<file path="src/rtl/cts_mon_pkg.sv">
package cts_mon_pkg;

    localparam int STAT_W      = 8;
    localparam int START_TICKS = 2;
    localparam int SYNC_STAGES = 2;

    typedef enum logic {
        ST_WAIT = 1'b0,
        ST_LIVE = 1'b1
    } start_e;

    typedef struct packed {
        logic [2:0] rsv_hi;
        logic       cos;
        logic [2:0] rsv_lo;
        logic       cur;
    } stat_t;

    function automatic stat_t pack_status(input logic cos, input logic cur);
        stat_t s;
        s        = '0;
        s.cos    = cos;
        s.cur    = cur;
        return s;
    endfunction

endpackage

</file>
<file path="src/rtl/cts_sync.sv">
module cts_sync #(
    parameter int STAGES = cts_mon_pkg::SYNC_STAGES
) (
    input  logic clk,
    input  logic rst,
    input  logic async_i,
    output logic sync_o
);
    logic [STAGES-1:0] chain_q;

    generate
        for (genvar g = 0; g < STAGES; g++) begin : g_stage
            if (g == 0) begin : g_first
                always_ff @(posedge clk) begin
                    if (rst) chain_q[0] <= 1'b1;
                    else     chain_q[0] <= async_i;
                end
            end else begin : g_rest
                always_ff @(posedge clk) begin
                    if (rst) chain_q[g] <= 1'b1;
                    else     chain_q[g] <= chain_q[g-1];
                end
            end
        end
    endgenerate

    assign sync_o = chain_q[STAGES-1];
endmodule

</file>
<file path="src/rtl/cts_filter.sv">
module cts_filter #(
    parameter int FILT_CYCLES = 4000
) (
    input  logic clk,
    input  logic rst,
    input  logic s_i,
    output logic filt_o,
    output logic chg_o
);
    localparam int CW = $clog2(FILT_CYCLES + 1);
    localparam logic [CW-1:0] LAST = CW'(FILT_CYCLES - 1);

    logic          filt_q;
    logic [CW-1:0] cnt_q;
    logic          differs;

    assign differs = (s_i != filt_q);
    assign chg_o   = differs && (cnt_q == LAST);
    assign filt_o  = filt_q;

    always_ff @(posedge clk) begin
        if (rst) begin
            filt_q <= 1'b1;
            cnt_q  <= '0;
        end else if (!differs) begin
            cnt_q  <= '0;
        end else if (cnt_q == LAST) begin
            filt_q <= s_i;
            cnt_q  <= '0;
        end else begin
            cnt_q  <= cnt_q + 1'b1;
        end
    end

    // the filtered level moves only after a full window of differing samples
    p_flip_after_window_r2: assert property (@(posedge clk) disable iff (rst)
        !$stable(filt_q) |-> $past(cnt_q) == LAST);

    // an input that agrees with the filtered level leaves it alone
    p_hold_when_equal_r2: assert property (@(posedge clk) disable iff (rst)
        (s_i == filt_q) |=> $stable(filt_q));
endmodule

</file>
<file path="src/rtl/cts_startup.sv">
module cts_startup
    import cts_mon_pkg::*;
(
    input  logic clk,
    input  logic rst,
    input  logic tick_i,
    output logic live_o,
    output logic arm_o
);
    localparam int TW = $clog2(START_TICKS + 1);
    localparam logic [TW-1:0] TLAST = TW'(START_TICKS - 1);

    start_e        state_q;
    logic [TW-1:0] tcnt_q;

    assign arm_o  = (state_q == ST_WAIT) && tick_i && (tcnt_q == TLAST);
    assign live_o = (state_q == ST_LIVE);

    always_ff @(posedge clk) begin
        if (rst) begin
            state_q <= ST_WAIT;
            tcnt_q  <= '0;
        end else if (arm_o) begin
            state_q <= ST_LIVE;
        end else if (state_q == ST_WAIT && tick_i) begin
            tcnt_q  <= tcnt_q + 1'b1;
        end
    end

    // tracking, once started, never stops until reset
    p_live_sticky_r5: assert property (@(posedge clk) disable iff (rst)
        live_o |=> live_o);

    // the start-up sample point happens only once
    p_arm_once_r6: assert property (@(posedge clk) disable iff (rst)
        arm_o |=> !arm_o && live_o);
endmodule

</file>
<file path="src/rtl/cts_cos_flag.sv">
module cts_cos_flag (
    input  logic clk,
    input  logic rst,
    input  logic live_i,
    input  logic arm_i,
    input  logic chg_i,
    input  logic filt_i,
    input  logic rd_i,
    output logic cos_o
);
    logic cos_q;
    logic next_lvl;
    logic set;

    // level the filter holds after this edge
    assign next_lvl = filt_i ^ chg_i;
    assign set      = (live_i && chg_i) || (arm_i && !next_lvl);
    assign cos_o    = cos_q;

    always_ff @(posedge clk) begin
        if (rst)       cos_q <= 1'b0;
        else if (set)  cos_q <= 1'b1;
        else if (rd_i) cos_q <= 1'b0;
    end

    // a read with nothing new arriving clears the flag
    p_read_clears_r3: assert property (@(posedge clk) disable iff (rst)
        (rd_i && !chg_i && !arm_i) |=> !cos_q);

    // a qualified change while tracking always leaves the flag set
    p_set_wins_r8: assert property (@(posedge clk) disable iff (rst)
        (live_i && chg_i) |=> cos_q);

    // before tracking starts the flag cannot rise except at the sample point
    p_no_early_set_r5: assert property (@(posedge clk) disable iff (rst)
        (!live_i && !arm_i) |=> !$rose(cos_q));
endmodule

</file>
<file path="src/rtl/cts_monitor.sv">
module cts_monitor
    import cts_mon_pkg::*;
#(
    parameter int FILT_CYCLES = 4000
) (
    input  logic        clk,
    input  logic        rst,
    input  logic        cts_n_pin,
    input  logic        baud_tick,
    input  logic        rd_stb,
    input  logic        irq_en,
    output logic [7:0]  status_o,
    output logic        irq_o
);
    logic  s_sync;
    logic  filt;
    logic  chg;
    logic  live;
    logic  arm;
    logic  cos;
    stat_t stat;

    cts_sync #(.STAGES(SYNC_STAGES)) u_sync (
        .clk     (clk),
        .rst     (rst),
        .async_i (cts_n_pin),
        .sync_o  (s_sync)
    );

    cts_filter #(.FILT_CYCLES(FILT_CYCLES)) u_filt (
        .clk    (clk),
        .rst    (rst),
        .s_i    (s_sync),
        .filt_o (filt),
        .chg_o  (chg)
    );

    cts_startup u_start (
        .clk    (clk),
        .rst    (rst),
        .tick_i (baud_tick),
        .live_o (live),
        .arm_o  (arm)
    );

    cts_cos_flag u_cos (
        .clk    (clk),
        .rst    (rst),
        .live_i (live),
        .arm_i  (arm),
        .chg_i  (chg),
        .filt_i (filt),
        .rd_i   (rd_stb),
        .cos_o  (cos)
    );

    assign stat     = pack_status(cos, live ? filt : 1'b1);
    assign status_o = stat;
    assign irq_o    = cos && irq_en;

    // reserved positions stay zero
    p_rsvd_zero_r1: assert property (@(posedge clk) disable iff (rst)
        status_o[7:5] == 3'b000 && status_o[3:1] == 3'b000);

    // the request only rises while enabled
    p_irq_rise_r7: assert property (@(posedge clk) disable iff (rst)
        $rose(irq_o) |-> irq_en);

    // a read that clears the flag also drops the request
    p_irq_drop_r7: assert property (@(posedge clk) disable iff (rst)
        (rd_stb && !chg && !arm) |=> !irq_o);
endmodule

</file>
<file path="config.mk">
export PLATFORM = sky130hd
export DESIGN_NAME = cts_monitor
export DESIGN_NICKNAME = d
export VERILOG_FILES = /design/src/rtl/cts_mon_pkg.sv /design/src/rtl/cts_sync.sv /design/src/rtl/cts_filter.sv /design/src/rtl/cts_startup.sv /design/src/rtl/cts_cos_flag.sv /design/src/rtl/cts_monitor.sv
export SDC_FILE = /design/constraint.sdc
export NUM_CORES = 1
export LEC_CHECK = 0
export ABC_AREA = 0
export BUFFER_PORTS_ARGS = -buffer_cell sky130_fd_sc_hd__buf_4
export CAP_MARGIN = 20
export CORE_ASPECT_RATIO = 0.75
export CORE_MARGIN = 2
export CORE_UTILIZATION = 40
export CTS_CLUSTER_SIZE = 30
export DETAILED_ROUTE_END_ITERATION = 7
export GPL_TIMING_DRIVEN = 0
export PLACE_DENSITY = 0.6
export SYNTH_ARGS = -nofsm -noshare
export SYNTH_HDL_FRONTEND = slang
export SYNTH_SLANG_ARGS = --single-unit
</file>
<file path="constraint.sdc">
create_clock -name clk -period 1.8 [get_ports clk]
set_clock_uncertainty 0.1 [all_clocks]
set_input_delay 0.09 -clock clk [delete_from_list [all_inputs] [get_ports clk]]
set_output_delay 0.09 -clock clk [all_outputs]
set_load 0.05 [all_outputs]
</file>
==> flow_metrics.tcl <==
set metrics [dict create \
    num_rows 14 \
    worstRegToRegCells 6 \
    gp_congestion 0.774 \
    routedLengthMet1_um 724 \
    cts.clk_slew.worst_paths_ns 0.10 \
    setup.worst_path.end_class "flip-flop" \
    finalPower_uw 756 \
    synth_cells 97 \
    hpwlAfterDp_um 1020 \
    yosysUniqueCellTypes 29 \
    synth-main-ff-cell "dfxtp_1" \
    grt_antenna_before_repair 0 \
    post-route-drc-count 0 \
    vias_per_cell 4.54 \
    reg2reg_from "u_filt.cnt_q[0]" \
    initial_core_util_pct 43.1 \
    power.leakage_uw 0.000401 \
    report.final.setup_viol 0 \
    clk-insertion-delay-late_ns 0.30 \
    routed.top_layer "met4" \
    post_dp_cell_area_um2 985 \
    status "complete, no violations" \
    finalNetCount 123 \
    ys_seq_area_share_pct 43.1 \
    syn_to_final_growth_pct 15.7 \
    cts_buffers 3 \
    rsz0062_at_grt "no" \
    cts_setup_buffers 0 \
    setup_tns_ns 0 \
    cts_tree "yes" \
    ys_warn_count 0 \
    endpoint "u_filt.cnt_q[3]" \
    synth_edf_count 0 \
    met2WireLength_um 528 \
    crit_path_top_delay_cell "dfxtp_1" \
    pin_count 15 \
    dp_slack_ns 0.198 \
    fin_ws_ns 0.187 \
    cp-start-kind "flip-flop" \
    dieArea_mm2 0.00260 \
    firstDrtPassIters 4 \
    grt_pass1_wl_um 2370 \
    worst_ep_arrival_time_ns 1.70 \
    reg2reg_slack_ns 0.19 \
    finalHoldViolations 0 \
    core_mm2 0.00205 \
    r2r-end "u_filt.cnt_q[3]" \
    synth_seq_cells 19 \
    post-route-util_pct 49.9 \
    async_flop_share_pct 0 \
    dieWidth_um 58.3 \
    critical-path-top-delay-family "simple AND/OR/NAND/NOR gates" \
    critPathLaunch "u_filt.cnt_q[0]" \
    htree_num_levels 1 \
    dr.first_iter.drc_count 9 \
    slew_viol_final 0 \
    fill_cells 213 \
    dr_wl_met3_um 82 \
    syn_area_um2 883 \
    grt_pass1_vias 546 \
    crit_buf_inv 1 \
    final_cell_area_mm2 0.00102 \
    crit_required_ns 1.89 \
    die_height_um 44.7 \
    grt_max_degree 12 \
    clockRootBuffer "clkbuf_4" \
    cts_buffer_depth 2 \
    cts.sinks 19 \
    cap_violations 0 \
    ir_drop_uv 606 \
    max_stage_delay_ns 0.38 \
    n_antenna_cell 0 \
    critPathKind "reg2reg" \
    fmax_ghz 0.620 \
    vias 627 \
    cts_hold_buf 1 \
    crit_chain "ha_1 > and4_4 > nand3_4 > nand2_1 > buf_2 > nor2_1" \
    io_buffers 7 \
    grt_overflow_total 0 \
    critical_path_depth 6 \
    ant_nets 0 \
    cts.repair.resized 0 \
    crit_path_max_fanout 10 \
    synth.avg_cell_area_um2 9.11 \
    drt-total-wl_um 1360 \
    period_minus_slack_ns 1.61 \
    hold_class "in2reg" \
    track_usage_pct 12.6 \
    post-route-period-util_pct 89.6 \
    wl_per_cell_um 9.87 \
    power_density_mw_per_mm2 739 \
    drive_above_1_share_pct 21.9 \
]
cells by family (layout without fill, tap and decap cells):
group	count (synthesis)	in the layout	synth area share, %
AOI/OAI and AO/OA	5	5	5.38
xor gates and xnor gates	12	12	11.9
adders and majority gates	2	2	2.83
buffers and inverters	14	26	9.06
DFF	19	19	43.1
other	1	6	0.425
and+or+nand+nor	44	44	27.3
final cells by class:
cell class	instances	area, um2	area share, %
sequential	19	380	37.2
timing repair buffer	8	62.6	6.12
tap	24	30.0	2.94
inverter	5	18.8	1.84
clock inverter	1	5.00	0.490
multi-input combinational	69	442	43.2
buffer	9	61.3	6.00
clock buffer	3	22.5	2.20
per-stage QoR:
| stage | hold slack [ns] | std cells |
|---|---|---|
| after floorplan | 0.0938 | 102 |
| after global placement | 0.175 | 133 |
| after detailed placement | 0.177 | 133 |
| after CTS | 0.0287 | 138 |
| after global routing | 0.0525 | 138 |
| final | 0.0402 | 138 |
synthesized netlist by cell type, types with 2 or more instances:
library cell  instances  area share [%]
dfxtp_1              19              43
nand2_1               6             2.5
inv_1                 5             2.1
or2_2                 2             1.4
xor2_1                5             5.0
nor3_1                3             1.7
nand3_1               4             2.3
buf_4                 7             5.9
nor2_1               16             6.8
and3_1                3             2.1
ha_1                  2             2.8
nand4_1               2             1.4
xnor2_1               7             6.9
per-layer routing:
metal  vias to the layer above  track usage (%)
li1                        344                -
met1                       263             16.3
met2                        16             18.4
met3                         4             5.16
met4                         0             5.58
met5                         -                0
cell usage in the layout, fill, tap and decap left out, types with 3 or more instances in the layout:
cell | Yosys | routed
and3_1 | 3 | 3
buf_4 | 7 | 14
clkbuf_4 | 0 | 3
conb_1 | 1 | 6
dfxtp_1 | 19 | 19
inv_1 | 5 | 5
nand2_1 | 6 | 6
nand3_1 | 4 | 4
nor2_1 | 16 | 16
nor3_1 | 3 | 3
xnor2_1 | 7 | 7
xor2_1 | 5 | 5
where the power goes:
group	switching, uW	total (uW)	leakage, uW	internal, uW
combinational	60.3	100	0.000229	39.7
clock	127	210	0.0000177	82.8
sequential	9.46	446	0.000154	436
total	197	756	0.000401	559
registers in the layout, indices dropped and copies added (netlist names):
| signal | count |
|---|---|
| u_sync.sync_o | 1 |
| u_filt.filt_o | 1 |
| u_cos.cos_o | 1 |
| u_filt.cnt_q | 12 |
| u_start.live_o | 1 |
| u_sync.chain_q | 1 |
| u_start.tcnt_q | 2 |
how the worst min path moves through the flow:
stage                          from           endpoint  slack [ns]  cells past startpoint
after CTS                 baud_tick     u_start.live_o        0.03                      3
after global placement    cts_n_pin  u_sync.chain_q[0]        0.17                      2
after floorplan           cts_n_pin  u_sync.chain_q[0]        0.09                      1
after detailed placement  cts_n_pin  u_sync.chain_q[0]        0.18                      2
final                           rst  u_start.tcnt_q[0]        0.04                      2
after global routing      baud_tick     u_start.live_o        0.05                      3
Note: power is estimated with default switching activity, not from simulation.
